<file path="config.mk">
export PLATFORM = sky130hd
export DESIGN_NAME = radix_walk
export DESIGN_NICKNAME = d
export VERILOG_FILES = /design/src/rtl/radix_walk_pkg.sv /design/src/rtl/rw_addr_form.sv /design/src/rtl/rw_entry_dec.sv /design/src/rtl/rw_phys_form.sv /design/src/rtl/radix_walk.sv
export SDC_FILE = /design/constraint.sdc
export NUM_CORES = 1
export LEC_CHECK = 0
export CORE_AREA = 2 2 116 118
export CTS_BUF_LIST = sky130_fd_sc_hd__clkbuf_4
export DETAILED_ROUTE_END_ITERATION = 10
export DIE_AREA = 0 0 118 120
export DONT_BUFFER_PORTS = 1
export PLACE_DENSITY = 0.69
export SETUP_SLACK_MARGIN = 0.1
export SLEW_MARGIN = 25
export SYNTH_ARGS = -nofsm -noshare
export SYNTH_HDL_FRONTEND = slang
export SYNTH_SLANG_ARGS = --single-unit
</file>
<file path="constraint.sdc">
create_clock -name clk -period 2.5 [get_ports clk]
set_input_delay 0.375 -clock clk [delete_from_list [all_inputs] [get_ports clk]]
set_output_delay 0.375 -clock clk [all_outputs]
set_load 0.005 [all_outputs]
</file>
<file path="src/rtl/radix_walk_pkg.sv">
package radix_walk_pkg;

   typedef enum logic [1:0] {
      WK_IDLE  = 2'd0,
      WK_ISSUE = 2'd1,
      WK_WAIT  = 2'd2,
      WK_DONE  = 2'd3
   } walk_state_e;

   typedef struct packed {
      logic fault;
      logic noncanon;
   } walk_flags_t;

endpackage

</file>
<file path="src/rtl/rw_addr_form.sv">
module rw_addr_form #(
   parameter int VA_W   = 48,
   parameter int PA_W   = 52,
   parameter int IDX_W  = 9,
   parameter int OFS_W  = 12,
   parameter int LEVELS = 4,
   parameter int ENT_SH = 3,
   localparam int LVL_W = $clog2(LEVELS)
) (
   input  logic [VA_W-1:0]  vaddr,
   input  logic [LVL_W-1:0] level,
   input  logic [PA_W-1:0]  tbase,
   output logic [PA_W-1:0]  ent_addr
);

   logic [IDX_W-1:0] idx_a [LEVELS];
   logic [IDX_W-1:0] idx_sel;
   logic             unused_ab;

   for (genvar g = 0; g < LEVELS; g++) begin : g_idx
      assign idx_a[g] = vaddr[OFS_W + g*IDX_W +: IDX_W];
   end

   assign idx_sel   = idx_a[level];
   assign ent_addr  = {tbase[PA_W-1:OFS_W], idx_sel, {ENT_SH{1'b0}}};
   assign unused_ab = ^{tbase[OFS_W-1:0], vaddr[OFS_W-1:0]};

endmodule

</file>
<file path="src/rtl/rw_entry_dec.sv">
module rw_entry_dec #(
   parameter int ENT_W     = 64,
   parameter int PA_W      = 52,
   parameter int OFS_W     = 12,
   parameter int LEVELS    = 4,
   parameter int PRES_BIT  = 0,
   parameter int LARGE_BIT = 7,
   parameter bit LARGE_EN  = 1'b1,
   parameter int LARGE_LO  = 1,
   parameter int LARGE_HI  = 2,
   localparam int LVL_W = $clog2(LEVELS)
) (
   input  logic [ENT_W-1:0] entry,
   input  logic [LVL_W-1:0] level,
   output logic             present,
   output logic             leaf,
   output logic [PA_W-1:0]  next_base
);

   logic large_hit;
   logic unused_ed;

   if (LARGE_EN) begin : g_large
      assign large_hit = entry[LARGE_BIT]
                         && (level >= LVL_W'(LARGE_LO))
                         && (level <= LVL_W'(LARGE_HI));
   end else begin : g_nolarge
      assign large_hit = 1'b0;
   end

   assign present   = entry[PRES_BIT];
   assign leaf      = (level == '0) || large_hit;
   assign next_base = {entry[PA_W-1:OFS_W], {OFS_W{1'b0}}};
   assign unused_ed = ^entry;

endmodule

</file>
<file path="src/rtl/rw_phys_form.sv">
module rw_phys_form #(
   parameter int ENT_W  = 64,
   parameter int VA_W   = 48,
   parameter int PA_W   = 52,
   parameter int IDX_W  = 9,
   parameter int OFS_W  = 12,
   parameter int LEVELS = 4,
   localparam int LVL_W = $clog2(LEVELS)
) (
   input  logic [ENT_W-1:0] entry,
   input  logic [VA_W-1:0]  vaddr,
   input  logic [LVL_W-1:0] level,
   output logic [PA_W-1:0]  paddr
);

   logic [PA_W-1:0] pa_c [LEVELS];
   logic            unused_pf;

   for (genvar g = 0; g < LEVELS; g++) begin : g_cand
      localparam int SH = OFS_W + g*IDX_W;
      assign pa_c[g] = {entry[PA_W-1:SH], vaddr[SH-1:0]};
   end

   assign paddr     = pa_c[level];
   assign unused_pf = ^{entry, vaddr};

endmodule

</file>
<file path="src/rtl/radix_walk.sv">
module radix_walk
   import radix_walk_pkg::*;
#(
   parameter int VA_IN_W   = 64,
   parameter int VA_W      = 48,
   parameter int PA_W      = 52,
   parameter int IDX_W     = 9,
   parameter int OFS_W     = 12,
   parameter int LEVELS    = 4,
   parameter int ENT_W     = 64,
   parameter int PRES_BIT  = 0,
   parameter int LARGE_BIT = 7,
   localparam int LVL_W    = $clog2(LEVELS),
   localparam int ENT_SH   = $clog2(ENT_W/8)
) (
   input  logic               clk,
   input  logic               rst_n,
   input  logic               req_valid,
   output logic               req_ready,
   input  logic [VA_IN_W-1:0] req_vaddr,
   input  logic [PA_W-1:0]    root_base,
   output logic               mem_req_valid,
   output logic [PA_W-1:0]    mem_req_addr,
   input  logic               mem_rsp_valid,
   input  logic [ENT_W-1:0]   mem_rsp_data,
   output logic               done,
   output logic [PA_W-1:0]    done_paddr,
   output logic [LVL_W-1:0]   done_size,
   output logic               done_fault,
   output logic               done_noncanon,
   output logic [LVL_W-1:0]   done_level
);

   if (VA_W != OFS_W + LEVELS*IDX_W) begin : g_chk_va
      $error("virtual width must equal offset plus all index fields");
   end
   if (IDX_W + ENT_SH != OFS_W) begin : g_chk_tbl
      $error("a table must fill exactly one page");
   end
   if (PA_W > ENT_W || PA_W <= OFS_W + (LEVELS-1)*IDX_W) begin : g_chk_pa
      $error("physical width out of range");
   end
   if (LARGE_BIT >= OFS_W || PRES_BIT >= OFS_W) begin : g_chk_flag
      $error("flag bits must sit below the frame field");
   end

   localparam int HI_W = VA_IN_W - VA_W + 1;

   walk_state_e      st_q;
   logic [LVL_W-1:0] lvl_q;
   logic [PA_W-1:0]  base_q;
   logic [VA_W-1:0]  va_q;
   logic [PA_W-1:0]  res_pa_q;
   logic [LVL_W-1:0] res_size_q;
   logic [LVL_W-1:0] res_lvl_q;
   walk_flags_t      res_flg_q;

   logic [HI_W-1:0]  va_hi;
   logic             noncanon;
   logic [PA_W-1:0]  ent_addr;
   logic             ent_present;
   logic             ent_leaf;
   logic [PA_W-1:0]  ent_next;
   logic [PA_W-1:0]  leaf_pa;

   assign va_hi    = req_vaddr[VA_IN_W-1:VA_W-1];
   assign noncanon = !((&va_hi) || !(|va_hi));

   rw_addr_form #(
      .VA_W(VA_W), .PA_W(PA_W), .IDX_W(IDX_W), .OFS_W(OFS_W),
      .LEVELS(LEVELS), .ENT_SH(ENT_SH)
   ) u_addr (
      .vaddr(va_q), .level(lvl_q), .tbase(base_q), .ent_addr(ent_addr)
   );

   rw_entry_dec #(
      .ENT_W(ENT_W), .PA_W(PA_W), .OFS_W(OFS_W), .LEVELS(LEVELS),
      .PRES_BIT(PRES_BIT), .LARGE_BIT(LARGE_BIT), .LARGE_EN(1'b1),
      .LARGE_LO(1), .LARGE_HI(LEVELS-2)
   ) u_dec (
      .entry(mem_rsp_data), .level(lvl_q), .present(ent_present),
      .leaf(ent_leaf), .next_base(ent_next)
   );

   rw_phys_form #(
      .ENT_W(ENT_W), .VA_W(VA_W), .PA_W(PA_W), .IDX_W(IDX_W),
      .OFS_W(OFS_W), .LEVELS(LEVELS)
   ) u_phys (
      .entry(mem_rsp_data), .vaddr(va_q), .level(lvl_q), .paddr(leaf_pa)
   );

   always_ff @(posedge clk) begin
      if (!rst_n) begin
         st_q       <= WK_IDLE;
         lvl_q      <= '0;
         base_q     <= '0;
         va_q       <= '0;
         res_pa_q   <= '0;
         res_size_q <= '0;
         res_lvl_q  <= '0;
         res_flg_q  <= '0;
      end else begin
         unique case (st_q)
            WK_IDLE: begin
               if (req_valid) begin
                  va_q   <= req_vaddr[VA_W-1:0];
                  base_q <= root_base;
                  lvl_q  <= LVL_W'(LEVELS-1);
                  if (noncanon) begin
                     res_pa_q   <= '0;
                     res_size_q <= '0;
                     res_lvl_q  <= LVL_W'(LEVELS-1);
                     res_flg_q  <= '{fault: 1'b1, noncanon: 1'b1};
                     st_q       <= WK_DONE;
                  end else begin
                     st_q <= WK_ISSUE;
                  end
               end
            end
            WK_ISSUE: st_q <= WK_WAIT;
            WK_WAIT: begin
               if (mem_rsp_valid) begin
                  if (!ent_present) begin
                     res_pa_q   <= '0;
                     res_size_q <= '0;
                     res_lvl_q  <= lvl_q;
                     res_flg_q  <= '{fault: 1'b1, noncanon: 1'b0};
                     st_q       <= WK_DONE;
                  end else if (ent_leaf) begin
                     res_pa_q   <= leaf_pa;
                     res_size_q <= lvl_q;
                     res_lvl_q  <= lvl_q;
                     res_flg_q  <= '0;
                     st_q       <= WK_DONE;
                  end else begin
                     base_q <= ent_next;
                     lvl_q  <= lvl_q - LVL_W'(1);
                     st_q   <= WK_ISSUE;
                  end
               end
            end
            WK_DONE: st_q <= WK_IDLE;
            default: st_q <= WK_IDLE;
         endcase
      end
   end

   assign req_ready     = (st_q == WK_IDLE);
   assign mem_req_valid = (st_q == WK_ISSUE);
   assign mem_req_addr  = ent_addr;
   assign done          = (st_q == WK_DONE);
   assign done_paddr    = res_pa_q;
   assign done_size     = res_size_q;
   assign done_level    = res_lvl_q;
   assign done_fault    = res_flg_q.fault;
   assign done_noncanon = res_flg_q.noncanon;

endmodule

</file>
==> flow_metrics.env, run 1 <==
export IMPL_avgSynthCellArea_um2=9.19
export IMPL_hold_viol=0
export IMPL_synth_seq_cells=150
export IMPL_worst_slack_ps=252
export IMPL_fin_skew_ps=13.1
export IMPL_grt_overflow_total=0
export IMPL_p_sw_w=0.00154
export IMPL_antenna_left=0
export IMPL_synthCells=726
export IMPL_cts_max_path_buffers=2
export IMPL_rsz0062_at_grt="false"
export IMPL_drtPass1Iterations=5
export IMPL_ys_top_cells_by_count="209 x nand2_1, 150 x dfxtp_1, 96 x mux2i_1"
export IMPL_holdWs_ps=47.1
export IMPL_max_slew_margin_rel_pct=64.8
export IMPL_power_w=0.00513
export IMPL_viasPerCell=5.64
export IMPL_clk_pin_slew_ps=120
export IMPL_area_delta_synth_final_pct=15.8
export IMPL_drtIter0Drc=322
export IMPL_synthArstFlopShare_pct=0
export IMPL_cp_max_fo=22
export IMPL_wl_per_cell_um=20.0
export IMPL_synth_top_area_share_pct=45.0
export IMPL_cts_sinks=150
export IMPL_synth_area_leader_cell="dfxtp_1"
export IMPL_num_vias=5388
export IMPL_clock_root_buffer="clkbuf_4"
export IMPL_min_path_type="in -> reg"
export IMPL_die_h_um=120
export IMPL_drive_above_1_share_pct=14.2
export IMPL_chipWidth_um=118
export IMPL_status="finished, final reports clean"
export IMPL_max_cap_violations=0
export IMPL_io_pins=297
export IMPL_p_clk_share_pct=28.4
export IMPL_fin_nets=952
export IMPL_dp_hpwl_mm=13.2
export IMPL_crit_path_end_kind="output pin"
export IMPL_start_kind="flip-flop"
export IMPL_yosysSeqAreaShare_pct=45.0
export IMPL_power_leakage_nw=2.83
export IMPL_setup_viol=0
export IMPL_antenna_found_initial=1
export IMPL_place_ws_ps=326
export IMPL_synth_edf_count=0
export IMPL_grt_pass1_wl_mm=29.7
export IMPL_cts_tree="built"
export IMPL_dieArea_mm2=0.0142
export IMPL_synthFlopType="dfxtp_1"
export IMPL_tightest_slew_ps=528
export IMPL_synth_area_top_cells="dfxtp_1 45%, mux2i_1 14%, nand2_1 12%"
export IMPL_core_mm2=0.0130
export IMPL_gp_congestion=0.785
export IMPL_clk_latency_ps=560
export IMPL_layout_cells_non_filler=956
export IMPL_yosysWarnings=0
export IMPL_fill_cells=1132
export IMPL_intPower_w=0.00360
export IMPL_required_ps=2120
export IMPL_numCtsBuffers=17
export IMPL_sw_frac_of_total_pct=30.0
export IMPL_wirelength_mm=19.1
export IMPL_grt_usage_pct=27.0
export IMPL_p_seq_share_pct=52.7
export IMPL_place_inst=858
export IMPL_num_rows=42
export IMPL_cts_htree_levels=4
export IMPL_netlist_area_mm2=0.00667
export IMPL_period_needed_ps=2250
export IMPL_max_vdd_ir_drop_v=0.000350
export IMPL_p_comb_share_pct=18.9
export IMPL_ys_types=37
export IMPL_grt_max_degree=92
export IMPL_fmax_mhz=445
export IMPL_drcViolationCount=0
export IMPL_synth_most_common_cell="nand2_1"
export IMPL_port_buffers=0
export IMPL_finalCritPeriodShare_pct=89.9
export IMPL_grt_pass1_vias=5527
export IMPL_p_per_area_mw_per_mm2=665
export IMPL_crit_arrival_ps=1870
export IMPL_initial_core_util_pct=51.4
export IMPL_drv_slew=0
export IMPL_crit_type="reg -> out"
export IMPL_setup_tns_ps=0
per-layer routing:
layer / routed length (um) / vias up / track usage [%]
li1: - / 2553 / -
met1: 7170 / 2535 / 29.5
met2: 9800 / 265 / 47.9
met3: 1670 / 35 / 10.1
met4: 509 / 0 / 9.86
met5: 0 / - / 0
cell families after synthesis:
kind of cell / after synthesis / share of synthesized area (%)
DFF: 150 / 45.0
adders and majority gates: 2 / 0.375
other: 1 / 0.0562
and+or+nand+nor: 280 / 17.1
AOI/OAI and AO/OA: 96 / 10.5
buffers and inverters: 65 / 4.84
muxes: 132 / 22.0
area by class of cell:
class	count	area, um2	area share, %
Antenna cell	1	2.50	0.0324
Clock inverter	14	136	1.77
Sequential cell	150	3000	38.9
Multi-Input combinational cell	513	3370	43.7
Timing Repair Buffer	80	831	10.8
Inverter	4	16.3	0.211
Clock buffer	18	135	1.75
Tap cell	176	220	2.85
state kept, by name, summed over array words and instances (netlist names):
signal and flops:
st_q 2, done_fault 1, done_paddr 52, base_q 40
va_q 48, done_size 2, done_level 2, done_noncanon 1
lvl_q 2
path summary, 6_finish.rpt:
check / from / to / slack (ps) / cells after the start
max: lvl_q[1] / mem_req_addr[3] / 250 / 2
min: root_base[14] / base_q[14] / 50 / 2
max reg2reg: lvl_q[0] / done_paddr[50] / 430 / 7
min reg2reg: va_q[44] / va_q[44] / 460 / 2
cell usage in the layout (no fill, tap or decap), types with 2 or more instances in the layout:
cell type,instances
buf_12,4
clkinvlp_4,4
clkinv_2,6
mux2i_1,96
dlygate4sd3_1,64
a211oi_1,22
bufinv_16,2
conb_1,3
nor3_1,2
a21oi_1,48
nor2_4,2
nand2_1,208
o221a_1,2
ha_1,2
a211oi_2,18
mux2_2,27
mux4_2,9
o22ai_1,2
clkbuf_4,18
nand3_1,5
clkinv_4,2
nand4_1,3
o211a_1,2
nor4_1,3
dfxtp_1,149
buf_4,11
nor2_1,45
inv_1,3
power groups by stage:
stage	Clock, W	Combinational [W]	Sequential [W]
floorplan	0	0.000743	0.00270
global placement	0	0.000833	0.00275
detailed placement	0	0.000866	0.00276
CTS	0.00150	0.000972	0.00271
global route	0.00160	0.00106	0.00273
finish	0.00146	0.000972	0.00271
per-stage QoR:
stage | area [um2] | util, %
6_report | 7720 | 59.5
5_1_grt | 7720 | 59.5
4_1_cts | 7710 | 59.4
3_5_place_dp | 6780 | 52.2
3_3_place_gp | 6780 | 52.2
2_1_floorplan | 6680 | -
critical path: stages (launching register included):
cell,delay (ps)
dfxtp_1,400
buf_4,340
mux4_2,580
what timing repair did:
item | in CTS | in global routing
endpoints found under the setup margin | 3 | 0
setup buffers | 0 | 0
hold buffers | 64 | 1
gates resized for setup | 1 | 0
hold endpoints to repair | 109 | 1
Power figures use the tool's default switching activity.
==> inputs of run 2 (changes only) <==
--- a/config.mk
+++ b/config.mk
@@ -10,7 +10,7 @@
 export DETAILED_ROUTE_END_ITERATION = 10
 export DIE_AREA = 0 0 118 120
 export DONT_BUFFER_PORTS = 1
-export PLACE_DENSITY = 0.69
+export PLACE_DENSITY = 0.67
 export SETUP_SLACK_MARGIN = 0.1
 export SLEW_MARGIN = 25
 export SYNTH_ARGS = -nofsm -noshare
==> constraint.sdc (replaced) <==
create_clock -name clk -period 2.85 [get_ports clk]
set_input_delay 0.4275 -clock clk [delete_from_list [all_inputs] [get_ports clk]]
set_output_delay 0.4275 -clock clk [all_outputs]
set_load 0.005 [all_outputs]
==> flow_metrics.env, run 2 (same netlist as run 1, synthesis figures left out) <==
export IMPL_status="finished, final reports clean"
export IMPL_sw_frac_of_total_pct=28.5
export IMPL_final_cell_area_mm2=0.00772
export IMPL_fin_skew_ps=16.7
export IMPL_p_clk_share_pct=32.2
export IMPL_drtPass1Iterations=7
export IMPL_crit_path_end_kind="output pin"
export IMPL_grt_pass1_wl_mm=29.7
export IMPL_cpMaxStageDelayCell="mux4_2"
export IMPL_hold_viol=0
export IMPL_layout_commonest_cell="nand2_1"
export IMPL_place_ws_ps=702
export IMPL_drcViolationCount=0
export IMPL_wirelength_mm=19.7
export IMPL_drive_above_1_share_pct=13.7
export IMPL_cts_htree_levels=4
export IMPL_fin_nets=949
export IMPL_area_delta_synth_final_pct=15.8
export IMPL_setup_tns_ps=0
export IMPL_placed_area_mm2=0.00672
export IMPL_drv_slew=0
export IMPL_drtIter0Drc=406
export IMPL_intPower_w=0.00339
export IMPL_clk_pin_slew_ps=110
export IMPL_min_path_type="in -> reg"
export IMPL_grt_use_met2_pct=47.5
export IMPL_grt_busiest_layer="met2"
export IMPL_period_needed_ps=2320
export IMPL_cts_tree="built"
export IMPL_p_comb_share_pct=17.7
export IMPL_antenna_left=0
export IMPL_core_mm2=0.0130
export IMPL_max_cap_violations=0
export IMPL_crit_chain="buf_4 > mux4_2"
export IMPL_finalCritPeriodShare_pct=81.3
export IMPL_grt_usage_pct=27.3
export IMPL_die_h_um=120
export IMPL_crit_type="reg -> out"
export IMPL_io_pins=297
export IMPL_p_per_area_mw_per_mm2=614
export IMPL_grt_pass1_vias=5557
export IMPL_grt_max_degree=65
export IMPL_max_slew_margin_rel_pct=36.5
export IMPL_antenna_found_initial=1
export IMPL_viasPerCell=5.73
export IMPL_clk_latency_ps=560
export IMPL_dieArea_mm2=0.0142
export IMPL_mostFrequentLayoutCells="208 x nand2_1, 150 x dfxtp_1, 96 x mux2i_1"
export IMPL_p_sw_w=0.00135
export IMPL_grt_overflow_total=0
export IMPL_start_kind="flip-flop"
export IMPL_use_met1_pct=29.8
export IMPL_gp_congestion=0.795
export IMPL_layout_cells_non_filler=952
export IMPL_chipWidth_um=118
export IMPL_num_vias=5458
export IMPL_largest_reg_flops=52
export IMPL_dp_hpwl_mm=13.2
export IMPL_cts_max_path_buffers=2
export IMPL_cp_top_family="multiplexers"
export IMPL_num_rows=42
export IMPL_grt_use_met3_pct=9.70
export IMPL_tightest_slew_ps=949
export IMPL_cts_sinks=150
export IMPL_cp_max_fo=11
export IMPL_cp_num_buf_inv=1
export IMPL_power_leakage_nw=2.83
export IMPL_place_inst=856
export IMPL_required_ps=2420
export IMPL_initial_core_util_pct=51.4
export IMPL_holdWs_ps=38.6
export IMPL_setup_viol=0
export IMPL_wl_per_cell_um=20.7
export IMPL_numCtsBuffers=17
export IMPL_p_seq_share_pct=50.0
export IMPL_port_buffers=0
export IMPL_max_stage_delay_ps=590
export IMPL_clock_root_buffer="clkbuf_4"
export IMPL_max_vdd_ir_drop_v=0.000291
export IMPL_rsz0062_at_grt="false"
export IMPL_crit_arrival_ps=1890
export IMPL_worst_slack_ps=533
export IMPL_fmax_mhz=432
export IMPL_cts_resized=0
## run 2: changes by cell type in the layout (fill, tap and decap cells not counted), sizes merged
| cell | change |
|---|---|
| inv | +1 |
| dlygate4sd3 | -1 |
| bufinv | +3 |
| clkbuf | -1 |
| clkinv | -3 |
| buf | -2 |
| clkinvlp | -1 |
## run 2: timing repair
item,4_1_cts,5_1_grt
hold endpoints to repair,100,2
buffers inserted,0,0
hold buffers,62,2
## run 2: worst paths after layout
kind	endpoint	from	slack, ps	cells past startpoint
worst max-delay path	mem_req_addr[9]	lvl_q[0]	530	2
worst min register to register	done_paddr[9]	va_q[9]	460	2
worst min-delay path	done_paddr[49]	rst_n	40	2
worst max register to register	base_q[51]	st_q[1]	620	6
## run 2: power by group through the flow
| stage | combinational, W | sequential, W | clock, W |
|---|---|---|---|
| finish | 0.000840 | 0.00237 | 0.00153 |
| detailed placement | 0.000741 | 0.00242 | 0 |
| global route | 0.000911 | 0.00239 | 0.00165 |
| floorplan | 0.000651 | 0.00236 | 0 |
| global placement | 0.000714 | 0.00242 | 0 |
| CTS | 0.000834 | 0.00237 | 0.00156 |
## run 2: through the flow
stage               util (%)  power (W)
floorplan                  -    0.00302
global placement        51.8    0.00313
detailed placement      51.8    0.00316
CTS                     59.3    0.00477
global route            59.5    0.00495
finish                  59.5    0.00474
## run 2: per-layer routing
layer	part of all wire, %	routed length (um)
met1	38	7440
met2	50	9930
met3	8.0	1570
met4	3.7	737
met5	0	0
## run 2: layout make-up
type,instances,area (um2)
tap,176,220
clock inverter,14,208
fill,1131,5260
timing repair buffer,77,768
multi-input combinational,513,3370
clock buffer,17,128
sequential,150,3000
inverter,4,16.3
antenna,1,2.50
## run 2: worst register-to-register path, delay by kind of cell, from the launching register on
family / cells / cell delay [ps]
buffers and inverters: 1 / 520
DFF: 1 / 590
and+or+nand+nor: 2 / 450
muxes: 1 / 150
AOI/OAI and AO/OA: 2 / 430
